### config.mk
export PLATFORM = sky130hd
export DESIGN_NAME = vram_dma
export DESIGN_NICKNAME = d
export VERILOG_FILES = /design/src/rtl/vdma_pkg.sv /design/src/rtl/vdma_req.sv /design/src/rtl/vdma_seq.sv /design/src/rtl/vdma_flags.sv /design/src/rtl/vram_dma.sv
export SDC_FILE = /design/constraint.sdc
export NUM_CORES = 1
export LEC_CHECK = 0
export BUFFER_PORTS_ARGS = -buffer_cell sky130_fd_sc_hd__buf_2
export CORE_ASPECT_RATIO = 0.75
export CORE_MARGIN = 2
export CORE_UTILIZATION = 45
export CTS_CLUSTER_DIAMETER = 40
export DETAILED_ROUTE_END_ITERATION = 8
export GPL_TIMING_DRIVEN = 1
export PLACE_DENSITY = 0.65
export SETUP_SLACK_MARGIN = 0.02
export SLEW_MARGIN = 20
export SYNTH_ARGS = -nofsm -noshare
export SYNTH_HDL_FRONTEND = slang
export SYNTH_SLANG_ARGS = --single-unit
### constraint.sdc
create_clock -name clk_i -period 3.12 [get_ports clk_i]
set_clock_uncertainty 0.05 [all_clocks]
set_input_delay 0.624 -clock clk_i [delete_from_list [all_inputs] [get_ports clk_i]]
set_output_delay 0.624 -clock clk_i [all_outputs]
set_load 0.05 [all_outputs]
### src/rtl/vdma_pkg.sv
package vdma_pkg;
  typedef enum logic [2:0] {
    ST_IDLE,
    ST_BRD,
    ST_BWR,
    ST_SRD,
    ST_SWR
  } vdma_state_e;

  // control bit positions
  localparam int unsigned CB_SAT_IE   = 0;
  localparam int unsigned CB_BLK_IE   = 1;
  localparam int unsigned CB_SRC_DEC  = 2;
  localparam int unsigned CB_DST_DEC  = 3;
  localparam int unsigned CB_SAT_AUTO = 4;
  localparam int unsigned CTRL_W      = 5;
endpackage

### src/rtl/vdma_req.sv
module vdma_req #(
  parameter int unsigned AW           = 15,
  parameter int unsigned DW           = 16,
  parameter logic [DW-1:0] SAT_MAX_BASE = 16'h7F00
) (
  input  logic          clk_i,
  input  logic          rst_ni,
  input  logic          blk_start_i,
  input  logic          sat_start_i,
  input  logic          vblank_i,
  input  logic          auto_i,
  input  logic [DW-1:0] sat_base_i,
  input  logic          blk_take_i,
  input  logic          sat_take_i,
  output logic          blk_req_o,
  output logic          sat_go_o,
  output logic [AW-1:0] sat_base_o
);
  logic          blk_req_q, sat_req_q, sat_go_q, arm;
  logic [AW-1:0] base_q;

  assign arm = vblank_i && !sat_go_q && (sat_req_q || auto_i) && (sat_base_i <= SAT_MAX_BASE);

  always_ff @(posedge clk_i or negedge rst_ni) begin
    if (!rst_ni) begin
      blk_req_q <= 1'b0;
      sat_req_q <= 1'b0;
      sat_go_q  <= 1'b0;
      base_q    <= '0;
    end else begin
      blk_req_q <= blk_start_i | (blk_req_q & ~blk_take_i);
      sat_req_q <= sat_start_i | (sat_req_q & ~sat_take_i);
      if (arm) begin
        sat_go_q <= 1'b1;
        base_q   <= sat_base_i[AW-1:0];
      end else if (sat_take_i) begin
        sat_go_q <= 1'b0;
      end
    end
  end

  assign blk_req_o  = blk_req_q;
  assign sat_go_o   = sat_go_q;
  assign sat_base_o = base_q;

  AST_ARM_ON_VBLANK: assert property (@(posedge clk_i) disable iff (!rst_ni)
    $rose(sat_go_q) |-> $past(vblank_i));
  AST_TAKE_NEEDS_ARM: assert property (@(posedge clk_i) disable iff (!rst_ni)
    sat_take_i |-> sat_go_q);
endmodule

### src/rtl/vdma_seq.sv
module vdma_seq
  import vdma_pkg::*;
#(
  parameter int unsigned AW        = 15,
  parameter int unsigned DW        = 16,
  parameter int unsigned SAT_WORDS = 256,
  localparam int unsigned SIW      = $clog2(SAT_WORDS)
) (
  input  logic           clk_i,
  input  logic           rst_ni,
  input  logic           blk_req_i,
  input  logic           sat_go_i,
  input  logic [AW-1:0]  src_i,
  input  logic [AW-1:0]  dst_i,
  input  logic [DW-1:0]  len_i,
  input  logic           src_dec_i,
  input  logic           dst_dec_i,
  input  logic [AW-1:0]  sat_base_i,
  input  logic [DW-1:0]  vram_rdata_i,
  output logic           blk_take_o,
  output logic           blk_fin_o,
  output logic           sat_take_o,
  output logic           sat_fin_o,
  output logic           busy_o,
  output logic [AW-1:0]  vram_addr_o,
  output logic           vram_we_o,
  output logic [DW-1:0]  vram_wdata_o,
  output logic           sat_we_o,
  output logic [SIW-1:0] sat_idx_o,
  output logic [DW-1:0]  sat_wdata_o
);
  vdma_state_e    state_q;
  logic [AW-1:0]  src_q, dst_q, sbase_q;
  logic [DW-1:0]  cnt_q;
  logic [SIW-1:0] idx_q;
  logic           sdec_q, ddec_q;
  logic           zero_len, last_word, last_entry;

  assign zero_len   = (len_i == '1);
  assign last_word  = (cnt_q == '0);
  assign last_entry = (idx_q == SIW'(SAT_WORDS - 1));

  always_comb begin
    blk_take_o = 1'b0;
    blk_fin_o  = 1'b0;
    sat_take_o = 1'b0;
    sat_fin_o  = 1'b0;
    unique case (state_q)
      ST_IDLE: begin
        if (sat_go_i) sat_take_o = 1'b1;
        else if (blk_req_i) begin
          blk_take_o = 1'b1;
          blk_fin_o  = zero_len;
        end
      end
      ST_BWR:  blk_fin_o = last_word;
      ST_SWR:  sat_fin_o = last_entry;
      default: ;
    endcase
  end

  always_ff @(posedge clk_i or negedge rst_ni) begin
    if (!rst_ni) begin
      state_q <= ST_IDLE;
      src_q   <= '0;
      dst_q   <= '0;
      sbase_q <= '0;
      cnt_q   <= '0;
      idx_q   <= '0;
      sdec_q  <= 1'b0;
      ddec_q  <= 1'b0;
    end else begin
      unique case (state_q)
        ST_IDLE: begin
          if (sat_go_i) begin
            idx_q   <= '0;
            sbase_q <= sat_base_i;
            state_q <= ST_SRD;
          end else if (blk_req_i && !zero_len) begin
            src_q   <= src_i;
            dst_q   <= dst_i;
            cnt_q   <= len_i;
            sdec_q  <= src_dec_i;
            ddec_q  <= dst_dec_i;
            state_q <= ST_BRD;
          end
        end
        ST_BRD: state_q <= ST_BWR;
        ST_BWR: begin
          src_q   <= sdec_q ? src_q - 1'b1 : src_q + 1'b1;
          dst_q   <= ddec_q ? dst_q - 1'b1 : dst_q + 1'b1;
          cnt_q   <= cnt_q - 1'b1;
          state_q <= last_word ? ST_IDLE : ST_BRD;
        end
        ST_SRD: state_q <= ST_SWR;
        ST_SWR: begin
          idx_q   <= idx_q + 1'b1;
          state_q <= last_entry ? ST_IDLE : ST_SRD;
        end
        default: state_q <= ST_IDLE;
      endcase
    end
  end

  always_comb begin
    unique case (state_q)
      ST_BRD:          vram_addr_o = src_q;
      ST_BWR:          vram_addr_o = dst_q;
      ST_SRD, ST_SWR:  vram_addr_o = sbase_q + AW'(idx_q);
      default:         vram_addr_o = '0;
    endcase
  end

  assign vram_we_o    = (state_q == ST_BWR);
  assign vram_wdata_o = vram_rdata_i;
  assign sat_we_o     = (state_q == ST_SWR);
  assign sat_idx_o    = idx_q;
  assign sat_wdata_o  = vram_rdata_i;
  assign busy_o       = (state_q != ST_IDLE);

  AST_WR_AFTER_RD: assert property (@(posedge clk_i) disable iff (!rst_ni)
    vram_we_o |-> $past(state_q) == ST_BRD);
  AST_ONE_SINK: assert property (@(posedge clk_i) disable iff (!rst_ni)
    !(vram_we_o && sat_we_o));
  AST_SAT_GAP: assert property (@(posedge clk_i) disable iff (!rst_ni)
    sat_we_o |=> !sat_we_o);
  AST_IDLE_QUIET: assert property (@(posedge clk_i) disable iff (!rst_ni)
    !busy_o |-> !vram_we_o && !sat_we_o);
  AST_SAT_FIRST: assert property (@(posedge clk_i) disable iff (!rst_ni)
    (sat_go_i && blk_req_i && !busy_o) |=> state_q == ST_SRD);
endmodule

### src/rtl/vdma_flags.sv
module vdma_flags (
  input  logic clk_i,
  input  logic rst_ni,
  input  logic blk_fin_i,
  input  logic sat_fin_i,
  input  logic blk_ie_i,
  input  logic sat_ie_i,
  input  logic clr_i,
  output logic blk_done_o,
  output logic sat_done_o,
  output logic sat_seen_o,
  output logic irq_o
);
  logic blk_q, sat_q, seen_q;

  always_ff @(posedge clk_i or negedge rst_ni) begin
    if (!rst_ni) begin
      blk_q  <= 1'b0;
      sat_q  <= 1'b0;
      seen_q <= 1'b0;
    end else begin
      blk_q  <= (blk_fin_i && blk_ie_i) || (blk_q && !clr_i);
      sat_q  <= (sat_fin_i && sat_ie_i) || (sat_q && !clr_i);
      seen_q <= sat_fin_i || (seen_q && !clr_i);
    end
  end

  assign blk_done_o = blk_q;
  assign sat_done_o = sat_q;
  assign sat_seen_o = seen_q;
  assign irq_o      = blk_q | sat_q;

  AST_BLK_STICKY: assert property (@(posedge clk_i) disable iff (!rst_ni)
    (blk_q && !clr_i) |=> blk_q);
  AST_CLR_WORKS: assert property (@(posedge clk_i) disable iff (!rst_ni)
    (clr_i && !blk_fin_i && !sat_fin_i) |=> !irq_o && !sat_seen_o);
endmodule

### src/rtl/vram_dma.sv
module vram_dma
  import vdma_pkg::*;
#(
  parameter int unsigned   AW           = 15,
  parameter int unsigned   DW           = 16,
  parameter int unsigned   SAT_WORDS    = 256,
  parameter logic [DW-1:0] SAT_MAX_BASE = 16'h7F00,
  localparam int unsigned  SIW          = $clog2(SAT_WORDS)
) (
  input  logic              clk_i,
  input  logic              rst_ni,
  input  logic [CTRL_W-1:0] ctrl_i,
  input  logic [AW-1:0]     src_i,
  input  logic [AW-1:0]     dst_i,
  input  logic [DW-1:0]     len_i,
  input  logic [DW-1:0]     sat_base_i,
  input  logic              blk_start_i,
  input  logic              sat_start_i,
  input  logic              vblank_i,
  input  logic              flag_clr_i,
  output logic [AW-1:0]     vram_addr_o,
  output logic              vram_we_o,
  output logic [DW-1:0]     vram_wdata_o,
  input  logic [DW-1:0]     vram_rdata_i,
  output logic              sat_we_o,
  output logic [SIW-1:0]    sat_idx_o,
  output logic [DW-1:0]     sat_wdata_o,
  output logic              busy_o,
  output logic              blk_done_o,
  output logic              sat_done_o,
  output logic              sat_seen_o,
  output logic              irq_o
);
  logic          blk_req, sat_go, blk_take, sat_take, blk_fin, sat_fin;
  logic [AW-1:0] sat_base;

  vdma_req #(.AW(AW), .DW(DW), .SAT_MAX_BASE(SAT_MAX_BASE)) i_req (
    .clk_i, .rst_ni,
    .blk_start_i, .sat_start_i, .vblank_i,
    .auto_i     (ctrl_i[CB_SAT_AUTO]),
    .sat_base_i,
    .blk_take_i (blk_take),
    .sat_take_i (sat_take),
    .blk_req_o  (blk_req),
    .sat_go_o   (sat_go),
    .sat_base_o (sat_base)
  );

  vdma_seq #(.AW(AW), .DW(DW), .SAT_WORDS(SAT_WORDS)) i_seq (
    .clk_i, .rst_ni,
    .blk_req_i  (blk_req),
    .sat_go_i   (sat_go),
    .src_i, .dst_i, .len_i,
    .src_dec_i  (ctrl_i[CB_SRC_DEC]),
    .dst_dec_i  (ctrl_i[CB_DST_DEC]),
    .sat_base_i (sat_base),
    .vram_rdata_i,
    .blk_take_o (blk_take),
    .blk_fin_o  (blk_fin),
    .sat_take_o (sat_take),
    .sat_fin_o  (sat_fin),
    .busy_o,
    .vram_addr_o, .vram_we_o, .vram_wdata_o,
    .sat_we_o, .sat_idx_o, .sat_wdata_o
  );

  vdma_flags i_flags (
    .clk_i, .rst_ni,
    .blk_fin_i  (blk_fin),
    .sat_fin_i  (sat_fin),
    .blk_ie_i   (ctrl_i[CB_BLK_IE]),
    .sat_ie_i   (ctrl_i[CB_SAT_IE]),
    .clr_i      (flag_clr_i),
    .blk_done_o, .sat_done_o, .sat_seen_o, .irq_o
  );

  AST_ZERO_LEN_IDLE: assert property (@(posedge clk_i) disable iff (!rst_ni)
    (blk_take && len_i == '1 && !sat_go) |=> !busy_o);
endmodule

==> run_results.csv, run 1 <==
group,metric,value,unit
clock_tree,htree_num_levels,3,
route,drt_wl_total,19400,um
route,via_count,6073,
worst_setup_path,arrival,2.54,ns
logic_synthesis,ys_seq_area_frac,0.354,
route,firstDrtPassIters,5,
grt,grtUsageTotal,0.244,
worst_setup_path,critPathSlowestCell,"dfrtp_1",
logic_synthesis,ys_ff_latch,95,
grt,grt_antenna_before_repair,1,
logic_synthesis,synth_common_cells,"dfrtp_1 (95), nand2_1 (76), a21oi_1 (53)",
die,fp-row-count,38,
sta,hold_viol,0,
power_and_ir_drop,switchingPower,5.21,mW
sta,tightestPinTransition,0.911,ns
logic_synthesis,synth_largest_area_cell,"dfrtp_1",
cells_and_area,final_util,0.559,
power_and_ir_drop,sw_frac_of_total,0.488,
power_and_ir_drop,peakVddDrop,604,uV
logic_synthesis,synth_cell_types,69,
logic_synthesis,netlist_instances,737,
worst_setup_path,rr_endpoint,"i_seq.src_q[8]",
logic_synthesis,synthFlopType,"dfrtp_1",
clock_tree,insertion_delay,0.34,ns
cells_and_area,syn_to_final_growth,20.7,%
grt,grt_pass1_wl,30800,um
worst_setup_path,cp.depth,9,
worst_setup_path,required,2.45,ns
run_status,violations,"negative setup slack",
min_path,hp-class,"input pin to asynchronous set/reset pin",
clock_tree,cts_made_buffers,9,
logic_synthesis,ys_warn_count,0,
sta,fin_tns_setup,-0.319,ns
logic_synthesis,synth_area_leaders,"dfrtp_1 (35%), ha_1 (6.9%), mux2_2 (5.2%), nand2_1 (4.2%), a21oi_1 (4.0%)",
power_and_ir_drop,power_density,1320,nW/um2
worst_setup_path,rrSetupSlack,0.34,ns
power_and_ir_drop,internal_power,5.46,mW
power_and_ir_drop,finalPower,10.7,mW
logic_synthesis,async_flop_share,1.00,
cells_and_area,stdcell_area,8100,um2
clock_tree,cts.sinks,95,
die,fp.dieH,110,um
die,io_pins,151,
sta,worst_slack,-0.0921,ns
clock_tree,cts_tree,"yes",
power_and_ir_drop,power_leakage,3.50,nW
logic_synthesis,synth_edf_count,0,
worst_setup_path,critPathKind,"flip-flop to primary output",
sta,fin_crit,3.21,ns
worst_setup_path,cp_top_family,"compound AO/OA/AOI/OAI gates",
route,viasPerCell,5.90,
place,hpwl,14600,um
worst_setup_path,crit_chain,"ha_4 > fa_2 > a21o_1 > a211oi_2 > o21ai_2 > nand4_1 > xor2_2 > o22ai_4 > buf_6",
logic_synthesis,yosysTopAreaCellShare,0.354,
logic_synthesis,synthesis.area,6710,um2
power_and_ir_drop,combPwrFrac,0.646,
logic_synthesis,synth_nets,866,
worst_setup_path,worstSetupEndpointType,"primary output",
sta,rsz0062_at_grt,"true",
die,die_area,15900,um2
clock_tree,cts_root_buf,"clkbuf_16",
cells_and_area,drive_above_1_share,0.291,
power_and_ir_drop,clkPwrFrac,0.121,
sta,relSlewSlack,0.391,
clock_tree,clockBufferDepth,2,
worst_setup_path,r2r_cells,7,
place,gp_congestion,0.893,
grt,grt_pass1_vias,5848,
logic_synthesis,avgSynthCellArea,9.11,um2
run,drv_cap,0,
clock_tree,hold_buffers,0,
sta,drv_slew,0,
place,preCtsSetupSlack,-0.173,ns
logic_synthesis,yosysMostFrequentCell,"dfrtp_1",
die,coreArea,14500,um2
worst_setup_path,worstSetupStartpoint,"i_seq.sbase_q[0]",
grt,grt_start_max_net_pins,47,
sta,fmax,0.311,GHz
place,placed_area,7430,um2
place,io_buffers,102,
route,ant_nets,0,
sta,finalCritPeriodShare,1.03,
worst_setup_path,slowest_delay,0.42,ns
power_and_ir_drop,seq_power_share,0.232,
worst_setup_path,cp_num_buf_inv,1,
run_status,status,"finished with violations",
route,drt_iter0_drc,378,
route,drc,0,
route,wl_per_cell,18.8,um
grt,overflow,0,
clock_tree,path_clk_slew,0.07,ns
worst_setup_path,cp-start-kind,"flip-flop",
die,die_w,145,um
cells_and_area,nNetsFinal,954,
worst_setup_path,critPathMaxFanout,4,
die,start_util,0.463,
sta,setup_violations,5,
worst_setup_path,rr_startpoint,"i_seq.sdec_q",
==> how the worst max path moves through the flow <==
stage	endpoint
CTS	vram_addr_o[10]
floorplan	vram_addr_o[4]
global route	vram_addr_o[14]
detailed placement	vram_addr_o[12]
finish	vram_addr_o[14]
global placement	vram_addr_o[12]
==> worst reg2reg max path, delay by kind of cell (launching register included) <==
family,cells,cell delay (ns)
compound gates,5,1.25
flops,1,0.59
fa+ha+maj,1,0.58
xor+xnor,1,0.19
==> per-stage QoR <==
| stage | cells | hold WS, ns |
|---|---|---|
| after detailed placement | 1004 | 0.428 |
| after global placement | 1004 | 0.411 |
| after CTS | 1021 | 0.270 |
| after global routing | 1030 | 0.295 |
| final | 1030 | 0.242 |
| after floorplan | 737 | 0.278 |
==> cells by family (layout without fill, tap and decap cells) <==
kind of cell	count (synthesis)	count (layout)	synth area share
adders and majority gates	40	40	0.0779
AOI/OAI and AO/OA	219	219	0.208
and+or+nand+nor	212	212	0.160
xor gates and xnor gates	33	33	0.0431
buffers and inverters	83	175	0.0680
muxes	55	55	0.0893
DFF	95	95	0.354
other	0	1	0
==> layout make-up <==
class / count / area (um2)
multi-input combinational: 559 / 4170
timing repair buffer: 140 / 878
antenna: 1 / 2.50
fill: 1305 / 6400
inverter: 20 / 75.1
clock buffer: 9 / 225
tap: 200 / 250
clock inverter: 6 / 116
sequential: 95 / 2380
==> routing by layer <==
metal | part of all wire | vias up | global-route usage
li1 | - | 2866 | -
met1 | 0.49 | 2997 | 0.354
met2 | 0.45 | 178 | 0.387
met3 | 0.044 | 32 | 0.0324
met4 | 0.016 | 0 | 0.0658
met5 | 0 | - | 0
==> sequential cells by signal (all words and copies together) (netlist names) <==
register            count
i_flags.blk_done_o      1
i_flags.sat_done_o      1
i_flags.sat_seen_o      1
i_req.blk_req_o         1
i_req.sat_base_o       15
i_req.sat_go_o          1
i_req.sat_req_q         1
i_seq.cnt_q            16
i_seq.ddec_q            1
i_seq.dst_q            15
i_seq.sat_idx_o         8
i_seq.sbase_q          15
i_seq.sdec_q            1
i_seq.src_q            15
i_seq.state_q           3
==> power by group through the flow <==
stage | combinational (mW) | sequential, mW | clock (mW)
floorplan | 5.18 | 2.24 | 0
global placement | 6.31 | 2.43 | 0
detailed placement | 6.46 | 2.46 | 0
CTS | 6.72 | 2.45 | 1.31
global route | 7.55 | 2.55 | 1.36
finish | 6.89 | 2.48 | 1.29
==> cells in the final DEF (no fill, tap or decap), drive strengths merged, types with 7 or more instances in the layout <==
cell type and instances:
a21o 9, nand3 19, nor2 44, mux2 39, a211oi 11, xnor2 20
o211ai 7, a22oi 10, xor2 13, nor4 7, o21bai 8, buf 140
o21ai 57, o22ai 18, dfrtp 95, clkbuf 9, o31ai 7, nand2 77
nor3 13, inv 21, a21oi 53, nand4 12, mux2i 16, nand3b 8
ha 37
==> repair_timing <==
item                       in CTS  in global routing
pin swaps                      13                 17
gates resized for setup        36                 29
setup buffers                   2                  8
cloned                          0                  0
setup endpoints to repair      13                 12
Note: power is estimated with default switching activity, not from simulation.
==> inputs of run 2 (changes only) <==
- RECOVER_POWER: not set -> 25
==> run_results.csv, run 2 (synthesis results as in run 1) <==
group,metric,value,unit
clock_tree,clockBufferDepth,2,
sta,fin_crit,3.21,ns
die,die_w,145,um
cells_and_area,fillers,1308,
die,fp.dieH,110,um
sta,setup_violations,5,
route,wl_per_cell,18.8,um
sta,drv_slew,0,
run_status,violations,"negative setup slack",
cells_and_area,largest_reg_flops,16,
sta,fin_tns_setup,-0.318,ns
sta,fmax,0.311,GHz
sta,worst_slack,-0.0921,ns
route,firstDrtPassIters,5,
place,io_buffers,102,
worst_setup_path,required,2.45,ns
die,coreArea,14500,um2
cells_and_area,largest_register,"i_seq.cnt_q",
worst_setup_path,r2r_cells,7,
cells_and_area,final_common_cell,"dfrtp_1",
clock_tree,cts_made_buffers,9,
clock_tree,cts.sinks,95,
worst_setup_path,arrival,2.54,ns
route,ant_nets,0,
min_path,hold_depth,2,
die,io_pins,151,
power_and_ir_drop,power_density,1320,nW/um2
die,die_area,15900,um2
clock_tree,hold_buffers,0,
cells_and_area,final_cell_mix,"dfrtp_1 (91), buf_2 (89), nand2_1 (76)",
place,hpwl,14600,um
power_and_ir_drop,power_leakage,3.49,nW
cells_and_area,drive_above_1_share,0.288,
clock_tree,cts_tree,"yes",
worst_setup_path,worstSetupEndpointType,"primary output",
grt,grtUsageTotal,0.244,
grt,grt_pass1_wl,30800,um
run_status,status,"finished with violations",
clock_tree,insertion_delay,0.34,ns
worst_setup_path,cp-start-kind,"flip-flop",
die,fp-row-count,38,
route,drc,0,
route,drt_iter0_drc,376,
cells_and_area,register_area,2380,um2
route,via_count,6059,
cells_and_area,final_util,0.558,
power_and_ir_drop,peakVddDrop,604,uV
sta,hold_viol,0,
worst_setup_path,critPathMaxFanout,4,
power_and_ir_drop,finalPower,10.7,mW
cells_and_area,multi_input_area,4170,um2
grt,grt_pass1_vias,5848,
cells_and_area,nNetsFinal,954,
grt,overflow,0,
route,drt_wl_total,19400,um
clock_tree,path_clk_slew,0.07,ns
sta,relSlewSlack,0.180,
route,viasPerCell,5.88,
min_path,hp-class,"input pin to flip-flop",
sta,rsz0062_at_grt,"true",
worst_setup_path,critPathKind,"flip-flop to primary output",
sta,tightestPinTransition,1.23,ns
grt,grt_antenna_before_repair,1,
sta,finalCritPeriodShare,1.03,
clock_tree,htree_num_levels,3,
place,gp_congestion,0.893,
die,start_util,0.463,
clock_tree,cts_root_buf,"clkbuf_16",
grt,grt_start_max_net_pins,47,
run,drv_cap,0,
cells_and_area,syn_to_final_growth,20.5,%
-- run 2: changes by cell type in the layout (fill, tap and decap cells not counted), sizes merged --
cell | before | now
buf | 140 | 137
clkbuf | 9 | 12
-- run 2: path summary, 6_finish.rpt --
| check | startpoint | end | slack [ns] |
|---|---|---|---|
| setup / recovery | i_seq.sbase_q[0] | vram_addr_o[14] | -0.09 |
| hold / removal | sat_start_i | i_req.sat_req_q | 0.42 |
| setup reg to reg | i_seq.sdec_q | i_seq.src_q[8] | 0.34 |
| hold reg to reg | i_req.sat_req_q | i_req.sat_req_q | 0.45 |
| max in group asynchronous | rst_ni | i_seq.cnt_q[15] | 1.25 |
| min in group asynchronous | rst_ni | i_seq.cnt_q[11] | 0.47 |
-- run 2: layout make-up --
class | instances | share of cell area
Timing Repair Buffer | 140 | 0.107
Tap cell | 200 | 0.0309
Sequential cell | 95 | 0.294
Clock buffer | 9 | 0.0278
Inverter | 20 | 0.00928
Multi-Input combinational cell | 559 | 0.516
Clock inverter | 6 | 0.0144
Antenna cell | 1 | 0.000309
-- run 2: timing repair --
action	in CTS	in global routing
pin swaps	13	17
setup endpoints to repair	13	12
gates resized for setup	36	29
endpoints found under the hold margin	0	0
setup buffers	2	8
-- run 2: worst max-delay path: stages (launching register included) --
cell and delay [ns]:
dfrtp_1 0.42, ha_4 0.18, fa_2 0.34, a21o_1 0.19, a211oi_2 0.29, o21ai_2 0.15, nand4_1 0.16, xor2_2 0.20
o22ai_4 0.10, buf_6 0.17
-- run 2: where the power goes --
part / switching [mW] / internal (mW)
clock: 0.503 / 0.787
sequential: 0.673 / 1.80
combinational: 4.03 / 2.86
-- run 2: metal layers --
layer | part of all wire | wire length (um) | vias up | track usage
met5 | 0 | 0 | - | 0
met1 | 0.49 | 9460 | 2994 | 0.354
li1 | - | - | 2868 | -
met2 | 0.45 | 8800 | 165 | 0.387
met3 | 0.042 | 817 | 32 | 0.0324
met4 | 0.016 | 316 | 0 | 0.0658
-- run 2: per-stage QoR --
step	std cells	worst slack (ns)	area [um2]	hold WS (ns)
detailed placement	1004	-0.173	7430	0.428
global placement	1004	-0.120	7430	0.411
CTS	1021	-0.0789	7910	0.270
floorplan	737	-0.0999	6830	0.278
global route	1030	-0.180	8090	0.415
finish	1030	-0.0921	8090	0.420
==> inputs of run 3 (changes only) <==
- RECOVER_POWER: 25 -> not set
- SETUP_SLACK_MARGIN: 0.02 -> 0.15
- SKIP_LAST_GASP: not set -> 1
==> run_results.csv, run 3 (synthesis results as in run 1) <==
group,metric,value,unit
power_and_ir_drop,switchingPower,5.15,mW
cells_and_area,fillers,1290,
cells_and_area,final_common_cell,"buf_2",
power_and_ir_drop,power_leakage,3.42,nW
route,wl_per_cell,18.0,um
cells_and_area,nNetsFinal,943,
worst_setup_path,rr_endpoint,"i_seq.src_q[8]",
grt,grtUsageTotal,0.231,
clock_tree,cts_made_buffers,9,
worst_setup_path,critPathKind,"flip-flop to primary output",
clock_tree,htree_num_levels,3,
route,viasPerCell,5.85,
sta,fin_crit,3.26,ns
worst_setup_path,rr_startpoint,"i_seq.sdec_q",
sta,worst_slack,-0.145,ns
sta,relSlewSlack,0.391,
cells_and_area,syn_to_final_growth,19.6,%
worst_setup_path,critPathMaxFanout,4,
die,start_util,0.463,
worst_setup_path,crit_chain,"ha_4 > fa_2 > a21o_1 > a211oi_2 > o21ai_2 > nand4_1 > xor2_1 > o22ai_4 > buf_6",
cells_and_area,stdcell_area,8030,um2
sta,finalCritPeriodShare,1.05,
clock_tree,path_clk_slew,0.07,ns
grt,grt_pass1_vias,5638,
run_status,status,"finished with violations",
cells_and_area,largest_register,"i_seq.cnt_q",
worst_setup_path,slowest_delay,0.43,ns
cells_and_area,drive_above_1_share,0.283,
cells_and_area,final_cell_mix,"buf_2 (89), dfrtp_1 (88), nand2_1 (76)",
clock_tree,insertion_delay,0.35,ns
place,hpwl,13500,um
clock_tree,clockBufferDepth,2,
clock_tree,cts.sinks,95,
power_and_ir_drop,internal_power,5.37,mW
die,fp.dieH,110,um
route,via_count,5962,
sta,rsz0062_at_grt,"true",
power_and_ir_drop,finalPower,10.5,mW
route,drt_iter0_drc,392,
place,io_buffers,102,
power_and_ir_drop,peakVddDrop,632,uV
min_path,hp-class,"input pin to asynchronous set/reset pin",
grt,grt_start_max_net_pins,53,
grt,grt_antenna_before_repair,0,
sta,hold_viol,0,
worst_setup_path,cp_num_buf_inv,1,
worst_setup_path,worstSetupEndpointType,"primary output",
power_and_ir_drop,combPwrFrac,0.648,
worst_setup_path,cp-start-kind,"flip-flop",
place,placed_area,7430,um2
power_and_ir_drop,clkPwrFrac,0.119,
worst_setup_path,cp_top_family,"compound AO/OA/AOI/OAI gates",
clock_tree,cts_tree,"yes",
cells_and_area,largest_reg_flops,16,
route,firstDrtPassIters,5,
route,drt_wl_total,18400,um
worst_setup_path,r2r_cells,7,
cells_and_area,register_area,2390,um2
sta,fmax,0.306,GHz
worst_setup_path,rrSetupSlack,0.35,ns
cells_and_area,multi_input_area,4190,um2
grt,grt_pass1_wl,29300,um
route,drc,0,
power_and_ir_drop,seq_power_share,0.233,
worst_setup_path,arrival,2.59,ns
place,gp_congestion,0.876,
cells_and_area,diodes,0,
die,fp-row-count,38,
die,coreArea,14500,um2
run_status,violations,"negative setup slack",
worst_setup_path,worstSetupStartpoint,"i_seq.sat_idx_o[0]",
power_and_ir_drop,power_density,1310,nW/um2
grt,overflow,0,
sta,tightestPinTransition,0.912,ns
die,die_area,15900,um2
clock_tree,cts_root_buf,"clkbuf_16",
route,ant_nets,0,
worst_setup_path,required,2.45,ns
sta,setup_violations,8,
worst_setup_path,critPathSlowestCell,"dfrtp_2",
run,drv_cap,0,
power_and_ir_drop,sw_frac_of_total,0.490,
die,io_pins,151,
die,die_w,145,um
sta,drv_slew,0,
[run 3: cell count changes in the layout (fill, tap and decap cells not counted), sizes merged]
cell and change:
clkinv -1, buf -8, diode -1, inv -2
clkinvlp +2, bufinv -1
[run 3: worst max path at each step]
stage	to	slack (ns)	cells past startpoint
finish	vram_addr_o[10]	-0.14	9
global route	vram_addr_o[14]	-0.23	9
CTS	vram_addr_o[14]	-0.1	9
detailed placement	vram_addr_o[14]	-0.04	9
global placement	vram_addr_o[14]	0.06	9
floorplan	vram_addr_o[14]	0.14	8
[run 3: cell type report]
class                      instances  share of cell area
multi-input combinational        559               0.522
clock inverter                     4             0.00951
inverter                          20             0.00982
sequential                        95               0.297
tap                              200              0.0312
timing repair buffer             129              0.0986
clock buffer                      12              0.0319
[run 3: power groups by stage]
stage               registers [mW]  clock network, mW  logic, mW
floorplan                     2.25                  0       5.26
global placement              2.42                  0       6.29
detailed placement            2.45                  0       6.45
CTS                           2.44               1.27       6.65
global route                  2.55               1.32       7.44
finish                        2.45               1.25       6.81
[run 3: layer usage]
| layer | wire, um | part of all wire | GRT usage | vias up |
|---|---|---|---|---|
| met2 | 8270 | 0.45 | 0.365 | 168 |
| li1 | - | - | - | 2858 |
| met1 | 8790 | 0.48 | 0.326 | 2905 |
| met5 | 0 | 0 | 0 | - |
| met3 | 971 | 0.053 | 0.0423 | 31 |
| met4 | 330 | 0.018 | 0.0644 | 0 |
[run 3: per-stage QoR]
stage                     setup WS (ns)  std cells  hold WS [ns]  TNS (ns)   util
after floorplan                   0.137        737         0.278         0      -
after global placement           0.0581        998         0.404         0  0.513
after detailed placement        -0.0392        998         0.419   -0.0392  0.513
after CTS                       -0.0961       1014         0.245    -0.528  0.542
after global routing             -0.226       1019         0.272     -1.40  0.554
final                            -0.145       1019         0.227    -0.678  0.554
[run 3: timing repair]
item	in CTS	in global routing
pin swaps	10	11
endpoints found under the hold margin	0	0
buffers inserted	0	5
hold buffers	0	0
resized for setup	30	28
setup endpoints to repair	12	16
